`src/rtl/clkstop_pkg.sv`:
```
package clkstop_pkg;
   typedef enum logic [1:0] {
      ST_IDLE   = 2'd0,
      ST_COUNT  = 2'd1,
      ST_ASLEEP = 2'd2
   } seq_state_t;

   // Function code of a supervisor data access
   localparam logic [2:0] FC_SUP_DATA = 3'b101;
endpackage

```
`src/rtl/clkstop_sync.sv`:
```
module clkstop_sync #(
   parameter int STAGES  = 2,
   parameter bit RST_VAL = 1'b0
) (
   input  logic clk,
   input  logic arst_n,
   input  logic d,
   output logic q
);
   logic [STAGES-1:0] chain;

   for (genvar i = 0; i < STAGES; i++) begin : g_stage
      if (i == 0) begin : g_first
         always_ff @(posedge clk or negedge arst_n) begin
            if (!arst_n) chain[0] <= RST_VAL;
            else         chain[0] <= d;
         end
      end else begin : g_next
         always_ff @(posedge clk or negedge arst_n) begin
            if (!arst_n) chain[i] <= RST_VAL;
            else         chain[i] <= chain[i-1];
         end
      end
   end

   assign q = chain[STAGES-1];
endmodule

```
`src/rtl/clkstop_bus_watch.sv`:
```
module clkstop_bus_watch
   import clkstop_pkg::*;
#(
   parameter int ADDR_W = 24
) (
   input  logic              clk,
   input  logic              rst_n,
   input  logic [ADDR_W-1:0] bus_addr,
   input  logic              bus_rw,
   input  logic [2:0]        bus_fc,
   input  logic              bus_as_n,
   input  logic [ADDR_W-1:0] lp_addr,
   output logic              cyc_start,
   output logic              cyc_end,
   output logic              cyc_match
);
   logic as_prev;

   always_ff @(posedge clk or negedge rst_n) begin
      if (!rst_n) as_prev <= 1'b1;
      else        as_prev <= bus_as_n;
   end

   // strobe edges seen on successive rising edges of the system clock
   assign cyc_start = as_prev & ~bus_as_n;
   assign cyc_end   = ~as_prev & bus_as_n;
   assign cyc_match = (bus_addr == lp_addr) && !bus_rw && (bus_fc == FC_SUP_DATA);
endmodule

```
`src/rtl/clkstop_seq.sv`:
```
module clkstop_seq
   import clkstop_pkg::*;
#(
   parameter int CNT_W         = 2,
   parameter int WIDE_CYCLES   = 2,
   parameter int NARROW_CYCLES = 3,
   parameter int LEVEL_W       = 3
) (
   input  logic               clk,
   input  logic               rst_n,
   input  logic               wide_bus,
   input  logic               cyc_start,
   input  logic               cyc_end,
   input  logic               cyc_match,
   input  logic               restart_s,
   input  logic [LEVEL_W-1:0] irq_level,
   input  logic [LEVEL_W-1:0] wake_level,
   output logic               sleeping,
   output logic               wake_req
);
   localparam logic [CNT_W-1:0] WIDE_T   = CNT_W'(WIDE_CYCLES);
   localparam logic [CNT_W-1:0] NARROW_T = CNT_W'(NARROW_CYCLES);

   seq_state_t       state_q, state_d;
   logic [CNT_W-1:0] cnt_q, cnt_d;
   logic [CNT_W-1:0] target;
   logic             wake_q;

   assign target = wide_bus ? WIDE_T : NARROW_T;

   always_comb begin
      state_d = state_q;
      cnt_d   = cnt_q;
      unique case (state_q)
         ST_IDLE: begin
            if (cyc_start && cyc_match) begin
               state_d = ST_COUNT;
               cnt_d   = CNT_W'(1);
            end
         end
         ST_COUNT: begin
            if (cyc_start) begin
               cnt_d = cnt_q + CNT_W'(1);
            end else if (cyc_end && (cnt_q >= target)) begin
               state_d = ST_ASLEEP;
               cnt_d   = '0;
            end
         end
         ST_ASLEEP: begin
            if (restart_s) state_d = ST_IDLE;
         end
         default: begin
            state_d = ST_IDLE;
            cnt_d   = '0;
         end
      endcase
   end

   always_ff @(posedge clk or negedge rst_n) begin
      if (!rst_n) begin
         state_q <= ST_IDLE;
         cnt_q   <= '0;
         wake_q  <= 1'b0;
      end else begin
         state_q <= state_d;
         cnt_q   <= cnt_d;
         wake_q  <= (state_q == ST_ASLEEP) && (irq_level >= wake_level);
      end
   end

   assign sleeping = (state_q == ST_ASLEEP);
   assign wake_req = wake_q;
endmodule

```
`src/rtl/clkstop_clk_gate.sv`:
```
module clkstop_clk_gate #(
   parameter bit USE_LATCH = 1'b0
) (
   input  logic sys_clk,
   input  logic arst_n,
   input  logic run_req,
   output logic cpu_clk
);
   logic en;

   if (USE_LATCH) begin : g_latch
      // transparent only in the low phase of the system clock
      always_latch begin
         if (!arst_n)       en = 1'b1;
         else if (!sys_clk) en = run_req;
      end
   end else begin : g_flop
      always_ff @(negedge sys_clk or negedge arst_n) begin
         if (!arst_n) en <= 1'b1;
         else         en <= run_req;
      end
   end

   assign cpu_clk = sys_clk & en;
endmodule

```
`src/rtl/clkstop_ctrl.sv`:
```
module clkstop_ctrl
   import clkstop_pkg::*;
#(
   parameter int ADDR_W        = 24,
   parameter int LEVEL_W       = 3,
   parameter int SYNC_STAGES   = 2,
   parameter int WIDE_CYCLES   = 2,
   parameter int NARROW_CYCLES = 3,
   parameter bit GATE_LATCH    = 1'b0
) (
   input  logic               sys_clk,
   input  logic               rst_n,
   input  logic               restart,
   input  logic [ADDR_W-1:0]  bus_addr,
   input  logic               bus_rw,
   input  logic [2:0]         bus_fc,
   input  logic               bus_as_n,
   input  logic               wide_bus,
   input  logic [LEVEL_W-1:0] irq_level,
   input  logic [ADDR_W-1:0]  lp_addr,
   input  logic [LEVEL_W-1:0] wake_level,
   output logic               cpu_clk,
   output logic               sleeping,
   output logic               wake_req
);
   localparam int MAX_CYC = (NARROW_CYCLES > WIDE_CYCLES) ? NARROW_CYCLES : WIDE_CYCLES;
   localparam int CNT_W   = $clog2(MAX_CYC + 1);

   if (ADDR_W < 1) begin : g_bad_addr
      $error("ADDR_W must be at least 1");
   end
   if (SYNC_STAGES < 2) begin : g_bad_sync
      $error("SYNC_STAGES must be at least 2");
   end
   if (WIDE_CYCLES < 1) begin : g_bad_wide
      $error("WIDE_CYCLES must be at least 1");
   end
   if (NARROW_CYCLES < WIDE_CYCLES) begin : g_bad_narrow
      $error("NARROW_CYCLES must not be below WIDE_CYCLES");
   end

   logic rst_n_int;
   logic restart_s;
   logic cyc_start, cyc_end, cyc_match;
   logic sleeping_i;

   clkstop_sync #(.STAGES(SYNC_STAGES), .RST_VAL(1'b0)) u_rst_sync (
      .clk    (sys_clk),
      .arst_n (rst_n),
      .d      (1'b1),
      .q      (rst_n_int)
   );

   clkstop_sync #(.STAGES(SYNC_STAGES), .RST_VAL(1'b0)) u_restart_sync (
      .clk    (sys_clk),
      .arst_n (rst_n_int),
      .d      (restart),
      .q      (restart_s)
   );

   clkstop_bus_watch #(.ADDR_W(ADDR_W)) u_watch (
      .clk       (sys_clk),
      .rst_n     (rst_n_int),
      .bus_addr  (bus_addr),
      .bus_rw    (bus_rw),
      .bus_fc    (bus_fc),
      .bus_as_n  (bus_as_n),
      .lp_addr   (lp_addr),
      .cyc_start (cyc_start),
      .cyc_end   (cyc_end),
      .cyc_match (cyc_match)
   );

   clkstop_seq #(
      .CNT_W         (CNT_W),
      .WIDE_CYCLES   (WIDE_CYCLES),
      .NARROW_CYCLES (NARROW_CYCLES),
      .LEVEL_W       (LEVEL_W)
   ) u_seq (
      .clk        (sys_clk),
      .rst_n      (rst_n_int),
      .wide_bus   (wide_bus),
      .cyc_start  (cyc_start),
      .cyc_end    (cyc_end),
      .cyc_match  (cyc_match),
      .restart_s  (restart_s),
      .irq_level  (irq_level),
      .wake_level (wake_level),
      .sleeping   (sleeping_i),
      .wake_req   (wake_req)
   );

   clkstop_clk_gate #(.USE_LATCH(GATE_LATCH)) u_gate (
      .sys_clk (sys_clk),
      .arst_n  (rst_n),
      .run_req (~sleeping_i),
      .cpu_clk (cpu_clk)
   );

   assign sleeping = sleeping_i;
endmodule

```
`config.mk`:
```
export PLATFORM = sky130hd
export DESIGN_NAME = clkstop_ctrl
export DESIGN_NICKNAME = d
export VERILOG_FILES = /design/src/rtl/clkstop_pkg.sv /design/src/rtl/clkstop_sync.sv /design/src/rtl/clkstop_bus_watch.sv /design/src/rtl/clkstop_seq.sv /design/src/rtl/clkstop_clk_gate.sv /design/src/rtl/clkstop_ctrl.sv
export SDC_FILE = /design/constraint.sdc
export NUM_CORES = 1
export LEC_CHECK = 0
export ABC_AREA = 0
export BUFFER_PORTS_ARGS = -buffer_cell sky130_fd_sc_hd__buf_2
export CAP_MARGIN = 10
export CORE_AREA = 2 2 52 54
export DETAILED_ROUTE_END_ITERATION = 8
export DIE_AREA = 0 0 54 56
export PLACE_DENSITY = 0.76
export RECOVER_POWER = 50
export SLEW_MARGIN = 10
export SYNTH_ARGS = -nofsm -noshare
export SYNTH_HDL_FRONTEND = slang
export SYNTH_SLANG_ARGS = --single-unit
```
`constraint.sdc`:
```
create_clock -name sys_clk -period 0.8 [get_ports sys_clk]
set_clock_uncertainty 0.15 [all_clocks]
set_input_delay 0.04 -clock sys_clk [delete_from_list [all_inputs] [get_ports sys_clk]]
set_output_delay 0.04 -clock sys_clk [all_outputs]
set_load 0.05 [all_outputs]
```
# == Word level (Yosys, flattened, before mapping) ==
# Index checks and enable logic that the tools add are counted.
# totals
in_bits,63
elab_cells,45
regBits,11
out_inout_bits,3
# classes
n_eq_ne,9
n_reduce_logical,9
n_bitwise,6
order_cmp,2
muxes,9
n_addsub,1
# ops
cell,n
== test 24 bit,1
2-to-1 mux 2 bit,6
one-hot mux 2 bit (3 select lines),2
"inequality test 2 x 1 -> 1 bit, second input constant",3
logical AND 1 bit,5
AND reduction 4 bit,1
AND 1 bit,3
"== test 3 bit, second input constant",1
>= comparator 3 bit,1
"inequality test 3 x 1 -> 1 bit, second input constant",1
inverter 1 bit,3
AND reduction 3 bit,1
"adder 2 x 1 -> 2 bit, second input constant",1
"== test 2 x 1 -> 1 bit, second input constant",1
"== test 2 bit, second input constant",1
>= comparator 2 bit,1
zero test 2 bit,1
"inequality test 2 bit, second input constant",1
zero test 1 bit,1
2-to-1 mux 1 bit,1

# == Longest topological paths before layout ==
# depth
ltp_word,6
ltp_mapped,7

# == Modules after synthesis ==
# From an unflattened synthesis, not the netlist that was laid out.
# unflattened
cells_unflattened,83
hier_area_um2,822.0
# modules_own_cells
module,seq_area_each_um2,n_inst,cells_each,area_each_um2
clkstop_seq,125.1,1,37,361.6
clkstop_bus_watch,26.3,1,37,316.6
clkstop_sync,50.0,2,2,50.0
clkstop_clk_gate,26.3,1,3,36.3
clkstop_ctrl,0.0,1,2,7.5

==> impl_metrics.csv <==
group,metric,value,unit
timing,rsz0062_at_grt,"yes",
worst_hold_path,min_path_type,"in2async",
place,gp_congestion,0.755,
global_routing,grt_pass1_vias,1020,
yosys,synth-seq-cells,11,
place,placedCellCount,194,
routing,drc,0,
place,hpwl,2000,um
yosys,syn_avg_cell_area,9.35,sq um
outcome,status,"finished, violations left",
finish,final_cell_mix,"buf_2 (62), buf_4 (18), xnor2_1 (16), dfrtp_1 (9), xor2_1 (8)",
die,fp.coreArea,2430,sq um
timing,min_period,1.92,ns
timing,final.setup.worst_slack,-1.12,ns
yosys,synth.net_count,154,
yosys,synthTopCellsByArea,"dfrtp_1 (28%), xnor2_1 (17%), xor2_1 (8.6%)",
routing,dr.pass1.iters,4,
die,dieArea,3020,sq um
critical_path,cp-start-kind,"register",
pwr,p_leak,0.757,nW
finish,final_cell_count_no_fill,210,
yosys,yosysSeqAreaShare,0.342,
clocking,hold_buffers,3,
yosys,synth_edf_count,0,
timing,fmax,0.521,GHz
routing,ant_nets,0,
global_routing,grt_pass1_wl,3840,um
finish,drive_gt1_frac,0.594,
die,pin_count,66,
finish,area_delta_synth_final,82.8,%
clocking,clock_latency,0.37,ns
routing,routedWlPerCell,11.8,um
routing,drt_iter0_drc,7,
timing,setup_tns,-6.64,ns
clocking,cts_tree,"yes",
flow_run,drv_cap,0,
yosys,async_flop_share,1.00,
yosys,yosysTopAreaCell,"dfrtp_1",
die,die_h,56,um
global_routing,grt_max_degree,9,
timing,period_share,2.40,
routing,vias,951,
critical_path,end_kind,"register",
routing,drt_wl_total,2480,um
timing,finalMaxSlewViolations,0,
place,place_area,1300,sq um
finish,final_area,1490,sq um
global_routing,antenna_found_initial,0,
finish,utilization,0.611,
critical_path,cp_max_fo,2,
pwr,ir_drop,1450,uV
outcome,violations,"hold timing, setup timing",
place,portBuffers,65,
yosys,netlist_instances,87,
yosys,yosysWarnings,0,
die,rows,18,
yosys,synth_ff_type,"dfrtp_1",
critical_path,r2r_cells,5,
global_routing,grt-ovfl-total,0,
yosys,netlist-cell-type-count,27,
critical_path,crit_arrival,2.07,ns
global_routing,grt_use_total,0.175,
die,start_util,0.334,
finish,final_common_cell,"buf_2",
yosys,netlist.area_leader.share,0.277,
critical_path,crit_path_start,"u_watch.as_prev",
die,fp.dieW,54,um
timing,setup_viol,10,
timing,hold_ws,-0.157,ns
clocking,path_clk_slew,0.08,ns
pwr,powerDensity,1350,nW/um^2
yosys,synth_area,813,sq um
finish,fin_nets,248,
routing,avgViaCountPerCell,4.53,
critical_path,worstReg2RegStart,"u_watch.as_prev",
critical_path,critical_path_class,"reg2reg",
finish,diodes,0,
timing,hold_viol_final,10,
critical_path,cp.required,0.95,ns
[area by class of cell]
cell class,instances,area (sq um)
clock buffer,7,60.1
multi-input combinational,69,576
tap,30,37.5
clock inverter,2,8.76
timing repair buffer,85,498
fill,221,946
sequential,11,278
inverter,6,28.8
[state kept, by name (all words and copies together) (netlist names)]
name and cells:
u_seq.cnt_q 2, u_restart_sync.q 1, u_restart_sync.chain 1, u_gate.en 1
u_seq.wake_req 1, u_watch.as_prev 1, u_rst_sync.chain 1, u_rst_sync.q 1
u_seq.state_q 2
[path summary, 6_finish.rpt]
kind | endpoint | slack [ns]
max | u_seq.state_q[0] | -1.12
min | u_rst_sync.chain[0] | -0.16
max reg2reg | u_seq.state_q[0] | -1.12
min reg2reg | u_seq.wake_req | -0.01
max in group asynchronous | u_gate.en | 0.09
min in group sys_clk | u_seq.wake_req | -0.10
[layer usage]
metal,GRT usage,share of wire
met5,0,0
met4,0.0750,0.0012
met3,0.0645,0.085
met2,0.319,0.58
met1,0.167,0.33
[cell usage after synthesis, drive strengths merged, types with 2 or more instances]
cell    number
xnor2       16
dfrtp        9
xor2         8
inv          7
a21oi        5
nand2        5
ha           4
nand2b       4
nand4        4
o21ai        3
a21o         2
dfstp        2
nor2         2
nor3         2
nor4         2
or4          2
[worst max-delay path, cell delays in order, from the launching register on]
cell and delay [ns]:
dfstp_2 0.53, and2b_2 0.14, nand2_1 0.05, or4_4 0.41, or4_4 0.44, a21oi_2 0.13
[repair_timing]
action,in CTS,in global routing
setup endpoints to repair,10,10
hold endpoints to repair,10,3
setup buffers,5,1
pin swaps,5,5
resized for setup,14,1
[cell families (layout without fill, tap and decap cells)]
group / after synthesis / after routing / synth area share
adders and majority gates: 4 / 4 / 0.0615
buffers and inverters: 7 / 100 / 0.0323
xor gates and xnor gates: 24 / 24 / 0.258
AOI/OAI and AO/OA: 13 / 13 / 0.0954
and+or+nand+nor: 27 / 27 / 0.206
DFF: 11 / 11 / 0.342
other: 1 / 1 / 0.00461
[power by group]
part           internal, mW  switching, mW  total, mW
Clock                 0.561          0.479       1.04
Combinational         0.241          0.147      0.387
Sequential            0.571         0.0117      0.583
Total                  1.37          0.637       2.01
[per-stage QoR]
step	power (mW)	setup WS (ns)
5_1_grt	2.14	-1.18
3_5_place_dp	1.27	-1.12
2_1_floorplan	1.03	-1.04
4_1_cts	2.05	-1.13
3_3_place_gp	1.25	-1.05
6_report	2.01	-1.12
Note: power is estimated with default switching activity, not from simulation.
